**config.mk**
```make
export PLATFORM = sky130hd
export DESIGN_NAME = conv_seq
export DESIGN_NICKNAME = d
export VERILOG_FILES = /design/src/rtl/conv_seq_pkg.sv /design/src/rtl/conv_seq_rst_sync.sv /design/src/rtl/conv_seq_rr_pick.sv /design/src/rtl/conv_seq_ctl_regs.sv /design/src/rtl/conv_seq_engine.sv /design/src/rtl/conv_seq.sv
export SDC_FILE = /design/constraint.sdc
export NUM_CORES = 1
export LEC_CHECK = 0
export BUFFER_PORTS_ARGS = -buffer_cell sky130_fd_sc_hd__buf_2
export CAP_MARGIN = 20
export CORE_AREA = 2 2 73 75
export DETAILED_ROUTE_END_ITERATION = 10
export DIE_AREA = 0 0 75 77
export PLACE_DENSITY = 0.85
export SYNTH_ARGS = -nofsm -noshare
export SYNTH_HDL_FRONTEND = slang
export SYNTH_SLANG_ARGS = --single-unit
export TNS_END_PERCENT = 20
```
**constraint.sdc**
```tcl
create_clock -name clk -period 1.8 [get_ports clk]
set_input_delay 0.27 -clock clk [delete_from_list [all_inputs] [get_ports clk]]
set_output_delay 0.27 -clock clk [all_outputs]
set_load 0.01 [all_outputs]
```
**src/rtl/conv_seq_pkg.sv**
```systemverilog
package conv_seq_pkg;

  typedef enum logic {
    PH_IDLE = 1'b0,
    PH_BUSY = 1'b1
  } phase_t;

  function automatic int unsigned sel_bits(input int unsigned n);
    return (n <= 1) ? 1 : $clog2(n);
  endfunction

endpackage

```
**src/rtl/conv_seq_rst_sync.sv**
```systemverilog
module conv_seq_rst_sync (
  input  logic clk,
  input  logic rst_n,
  output logic rst_n_sync
);

  logic [1:0] stage_q;

  always_ff @(posedge clk or negedge rst_n) begin
    if (!rst_n) begin
      stage_q <= 2'b00;
    end else begin
      stage_q <= {stage_q[0], 1'b1};
    end
  end

  assign rst_n_sync = stage_q[1];

endmodule

```
**src/rtl/conv_seq_rr_pick.sv**
```systemverilog
module conv_seq_rr_pick #(
  parameter int unsigned NCH   = 5,
  parameter int unsigned SEL_W = 3
) (
  input  logic [SEL_W-1:0] cur_sel,
  input  logic [NCH-1:0]   mask,
  output logic [SEL_W-1:0] nxt_sel,
  output logic             any_set
);

  // Scan from the farthest candidate down to the nearest one so the
  // nearest enabled channel is the last value written.
  always_comb begin
    nxt_sel = cur_sel;
    for (int k = NCH; k >= 1; k--) begin
      int idx;
      idx = (int'(cur_sel) + k) % int'(NCH);
      if (mask[idx]) begin
        nxt_sel = SEL_W'(idx);
      end
    end
  end

  assign any_set = |mask;

endmodule

```
**src/rtl/conv_seq_ctl_regs.sv**
```systemverilog
module conv_seq_ctl_regs #(
  parameter int unsigned NCH   = 5,
  parameter int unsigned SEL_W = 3
) (
  input  logic             clk,
  input  logic             rst_n,
  input  logic             cfg_wr,
  input  logic             wr_en,
  input  logic             wr_cont,
  input  logic             wr_once,
  input  logic [SEL_W-1:0] wr_sel,
  input  logic [NCH-1:0]   wr_mask,
  input  logic             launch,
  input  logic             adv_valid,
  input  logic [SEL_W-1:0] adv_sel,
  output logic             en_q,
  output logic             cont_q,
  output logic             once_q,
  output logic [SEL_W-1:0] sel_q,
  output logic [NCH-1:0]   mask_q
);

  logic             en_d, cont_d, once_d;
  logic [SEL_W-1:0] sel_d;
  logic [NCH-1:0]   mask_d;

  always_comb begin
    en_d   = en_q;
    cont_d = cont_q;
    mask_d = mask_q;
    once_d = once_q & ~launch;
    sel_d  = adv_valid ? adv_sel : sel_q;
    if (cfg_wr) begin
      en_d   = wr_en;
      cont_d = wr_cont;
      mask_d = wr_mask;
      sel_d  = wr_sel;
      once_d = wr_once & ~wr_cont;
    end
  end

  always_ff @(posedge clk or negedge rst_n) begin
    if (!rst_n) begin
      en_q   <= 1'b0;
      cont_q <= 1'b0;
      once_q <= 1'b0;
      sel_q  <= '0;
      mask_q <= '0;
    end else begin
      en_q   <= en_d;
      cont_q <= cont_d;
      once_q <= once_d;
      sel_q  <= sel_d;
      mask_q <= mask_d;
    end
  end

endmodule

```
**src/rtl/conv_seq_engine.sv**
```systemverilog
module conv_seq_engine
  import conv_seq_pkg::*;
#(
  parameter int unsigned RES_W = 12
) (
  input  logic             clk,
  input  logic             rst_n,
  input  logic             en_q,
  input  logic             cont_q,
  input  logic             once_q,
  input  logic             mask_any,
  input  logic             err_clr,
  input  logic             conv_done,
  input  logic [RES_W-1:0] conv_data,
  input  logic             conv_err,
  output logic             launch,
  output logic             adv_valid,
  output logic             ready,
  output logic [RES_W-1:0] result,
  output logic             err_now,
  output logic             err_sticky
);

  phase_t           phase_q, phase_d;
  logic             accept;
  logic             sticky_d;
  logic [RES_W-1:0] result_q;
  logic             err_now_q, sticky_q;

  assign launch    = en_q & (phase_q == PH_IDLE) & (cont_q | once_q);
  assign accept    = conv_done & (phase_q == PH_BUSY);
  assign adv_valid = accept & mask_any;

  always_comb begin
    phase_d = phase_q;
    if (launch) begin
      phase_d = PH_BUSY;
    end else if (accept) begin
      phase_d = PH_IDLE;
    end
    sticky_d = (sticky_q & ~err_clr) | (accept & conv_err);
  end

  always_ff @(posedge clk or negedge rst_n) begin
    if (!rst_n) begin
      phase_q  <= PH_IDLE;
      sticky_q <= 1'b0;
    end else begin
      phase_q  <= phase_d;
      sticky_q <= sticky_d;
    end
  end

  always_ff @(posedge clk or negedge rst_n) begin
    if (!rst_n) begin
      result_q  <= '0;
      err_now_q <= 1'b0;
    end else if (accept) begin
      result_q  <= conv_data;
      err_now_q <= conv_err;
    end
  end

  assign ready      = (phase_q == PH_IDLE);
  assign result     = result_q;
  assign err_now    = err_now_q;
  assign err_sticky = sticky_q;

endmodule

```
**src/rtl/conv_seq.sv**
```systemverilog
module conv_seq #(
  parameter int unsigned NCH   = 5,
  parameter int unsigned RES_W = 12,
  parameter int unsigned SEL_W = conv_seq_pkg::sel_bits(NCH)
) (
  input  logic             clk,
  input  logic             rst_n,
  input  logic             cfg_wr,
  input  logic             wr_en,
  input  logic             wr_cont,
  input  logic             wr_once,
  input  logic [SEL_W-1:0] wr_sel,
  input  logic [NCH-1:0]   wr_mask,
  input  logic             wr_err_clr,
  input  logic             conv_done,
  input  logic [RES_W-1:0] conv_data,
  input  logic             conv_err,
  output logic             conv_start,
  output logic [SEL_W-1:0] conv_chan,
  output logic             ctl_en,
  output logic             ctl_cont,
  output logic             ctl_once,
  output logic [SEL_W-1:0] ctl_sel,
  output logic [NCH-1:0]   ctl_mask,
  output logic             ready,
  output logic [RES_W-1:0] result,
  output logic             err_now,
  output logic             err_sticky
);

  logic             rst_n_sync;
  logic             launch, adv_valid, mask_any;
  logic [SEL_W-1:0] adv_sel;

  conv_seq_rst_sync u_rst (
    .clk        (clk),
    .rst_n      (rst_n),
    .rst_n_sync (rst_n_sync)
  );

  conv_seq_ctl_regs #(.NCH(NCH), .SEL_W(SEL_W)) u_regs (
    .clk       (clk),
    .rst_n     (rst_n_sync),
    .cfg_wr    (cfg_wr),
    .wr_en     (wr_en),
    .wr_cont   (wr_cont),
    .wr_once   (wr_once),
    .wr_sel    (wr_sel),
    .wr_mask   (wr_mask),
    .launch    (launch),
    .adv_valid (adv_valid),
    .adv_sel   (adv_sel),
    .en_q      (ctl_en),
    .cont_q    (ctl_cont),
    .once_q    (ctl_once),
    .sel_q     (ctl_sel),
    .mask_q    (ctl_mask)
  );

  conv_seq_rr_pick #(.NCH(NCH), .SEL_W(SEL_W)) u_pick (
    .cur_sel (ctl_sel),
    .mask    (ctl_mask),
    .nxt_sel (adv_sel),
    .any_set (mask_any)
  );

  conv_seq_engine #(.RES_W(RES_W)) u_eng (
    .clk        (clk),
    .rst_n      (rst_n_sync),
    .en_q       (ctl_en),
    .cont_q     (ctl_cont),
    .once_q     (ctl_once),
    .mask_any   (mask_any),
    .err_clr    (cfg_wr & wr_err_clr),
    .conv_done  (conv_done),
    .conv_data  (conv_data),
    .conv_err   (conv_err),
    .launch     (launch),
    .adv_valid  (adv_valid),
    .ready      (ready),
    .result     (result),
    .err_now    (err_now),
    .err_sticky (err_sticky)
  );

  assign conv_start = launch;
  assign conv_chan  = ctl_sel;

endmodule

```
==> flow_summary.toml <==
[detailed_routing]
drt-initial-drc-count = 280
wirelength_um = 10200
drtPass1Iterations = 4
wire_per_inst_um = 19.0
ant_nets = 0
vias = 3281
viasPerCell = 6.11
drc = 0

[timing]
fin_crit_ns = 3.91
skew_ns = 0.00318
tns_ns = -6.21
fin_ws_ns = -2.11
finalSetupViolCount = 3
grt_setup_unrepaired = "true"
hold_viol_final = 0
slew_violations = 0
period_share_pct = 217
fmax_ghz = 0.256

[cts]
cts_buffer_depth = 2
clockRootBuffer = "clkbuf_8"
cts_buffers = 3
ctsHtreeMaxLevel = 1
clock_sinks = 28
insertion_delay_ns = 0.28
clk_pin_slew_ns = 0.10
tritoncts = "built"

[yosys]
syn-mean-instance-area_um2 = 8.93
synthFlopType = "dfrtp_1"
synthTopCellsByArea = "dfrtp_1, ha_1, mux2_2"
synth_edf_count = 0
synth_fp_nets = 384
async_flop_share_pct = 100
ys_ff_latch = 28
yosys_warnings = 0
netlist_instances = 328
yosysTopAreaCellShare_pct = 23.9
synth_area_um2 = 2930
synth.distinct_cells = 75
yosysSeqAreaShare_pct = 23.9
yosysTopAreaCell = "dfrtp_1"

[die]
rows = 26
fp.dieH_um = 77
core_area_um2 = 4980
io_pins = 59
dieWidth_um = 75
start_util_pct = 58.8
dieArea_um2 = 5780

[place]
gp_congestion = 0.998
port_buffers = 58
dp_hpwl_um = 6980
place_ws_ns = -2.06

[grt]
grt_max_degree = 24
grt_pass1_wl_um = 15400
antenna_found_initial = 0
grt_overflow_total = 0
grt.total_usage_pct = 34.1
grt_pass1_vias = 3342

[critical_path]
critPathSlowestCell = "dfrtp_2"
crit_path_cell_trace = "inv_2 > ha_4 > o21a_1 > a21oi_2 > xnor2_2 > ha_2 > fa_2 > a21boi_4 > nand3b_1 > mux2i_2 > nand2_2 > o22ai_4 > a211oi_2 > or3_1 > a221o_1 > mux2_4"
critPathMaxStageDelay_ns = 0.46
criticalPathCategory = "flip-flop to flip-flop"
worstSetupEndpointType = "flip-flop"
cp_top_family = "compound AO/OA/AOI/OAI gates"
cp.arrival_ns = 4.08
critPathRequiredTime_ns = 1.97
worst-path-buf-inv = 1
startpoint_type = "flip-flop"
worstPathMaxFanout = 4

[layout]
final_common_cell = "buf_4"
layout-drive-gt1-share_pct = 50.5
fin_util_pct = 84.8
insertedDiodeCount = 0
syn2layout_area_growth_pct = 44.2
layout_common_cells = "buf_4, buf_2, dfrtp_1"
fin_nets = 524

[flow_run]
maxCapViolCount = 0

[run_status]
status = "complete, but fails checks"
violations = "setup timing"

[worst_hold_path]
hold_class = "flip-flop to asynchronous set/reset pin"
## logic make-up after synthesis
kind of cell	Yosys count	synth area share, %
other	1	0.128
muxes	36	14.2
DFF	28	23.9
AOI/OAI and AO/OA	90	23.1
and+or+nand+nor	95	17.6
adders and majority gates	27	11.8
xor gates and xnor gates	8	2.91
buffers and inverters	43	6.32
## path summary, 6_finish.rpt
check                            startpoint         endpoint  slack, ns  cells past startpoint
min reg2reg                u_rst.stage_q[1]  u_regs.sel_q[2]       0.09                      0
max reg2reg                 u_regs.sel_q[2]  u_regs.sel_q[2]      -2.11                     16
max in group asynchronous  u_rst.stage_q[1]  u_eng.result[4]       1.15                      1
min in group clk                    wr_cont    u_regs.once_q       0.19                      2
max                         u_regs.sel_q[2]  u_regs.sel_q[2]      -2.11                     16
min                        u_rst.stage_q[1]  u_regs.sel_q[2]       0.09                      0
## through the flow
step                      instance area (um^2)  instances  hold slack, ns
after floorplan                           3060        328         -0.0256
after global placement                    3950        522          0.0559
after detailed placement                  3950        522          0.0606
after CTS                                 4160        536          0.0895
after global routing                      4220        537          0.0995
final                                     4220        537          0.0937
## flip-flops by register name, indices dropped and copies added, names as in the netlist
| register | flops |
|---|---|
| u_eng.err_sticky | 1 |
| u_eng.err_now | 1 |
| u_regs.mask_q | 5 |
| u_regs.cont_q | 1 |
| u_eng.phase_q | 1 |
| u_regs.en_q | 1 |
| u_rst.stage_q | 2 |
| u_regs.once_q | 1 |
| u_regs.sel_q | 3 |
| u_eng.result | 12 |
## cell usage after synthesis (3+ instances only)
| cell type | number |
|---|---|
| a21oi_1 | 17 |
| nand3b_1 | 3 |
| o21ai_0 | 12 |
| a211oi_1 | 3 |
| nand2_1 | 24 |
| a21o_1 | 3 |
| nor2_1 | 16 |
| o22ai_1 | 3 |
| a221o_1 | 4 |
| clkbuf_1 | 11 |
| nand3_1 | 14 |
| buf_4 | 3 |
| o21ai_1 | 4 |
| dfrtp_1 | 28 |
| and2_1 | 3 |
| inv_1 | 22 |
| nand4_1 | 4 |
| ha_1 | 26 |
| o21a_1 | 3 |
| mux2_2 | 20 |
| buf_2 | 4 |
| xnor2_1 | 6 |
| mux2i_1 | 12 |
| nor3_1 | 5 |
| nand2b_1 | 10 |
## metal layers
| layer | vias up | routed length, um | part of all wire, % | GRT usage (%) |
|---|---|---|---|---|
| li1 | 1480 | - | - | - |
| met1 | 1552 | 3850 | 38 | 40.2 |
| met2 | 188 | 5060 | 50 | 58.5 |
| met3 | 61 | 689 | 6.7 | 4.47 |
| met4 | 0 | 620 | 6.1 | 17.5 |
| met5 | - | 0 | 0 | 0 |
## repair_timing
| action | in CTS | in global routing |
|---|---|---|
| endpoints found under the hold margin | 2 | 0 |
| hold buffers | 1 | 0 |
| buffers inserted | 9 | 1 |
| resized for setup | 15 | 12 |
| endpoints found under the setup margin | 3 | 3 |
| pin swaps | 16 | 11 |
## cell type report
| class | count | area, um^2 |
|---|---|---|
| multi-input cells | 257 | 2250 |
| repair buffers | 156 | 1040 |
| fillers | 273 | 754 |
| flip-flops and latches | 28 | 703 |
| inverters | 22 | 87.6 |
| well taps | 70 | 87.6 |
| clock buffers | 4 | 55.1 |
Power is not shown: default switching activity piles up to over one toggle a cycle in this logic, so the estimate is an artifact.
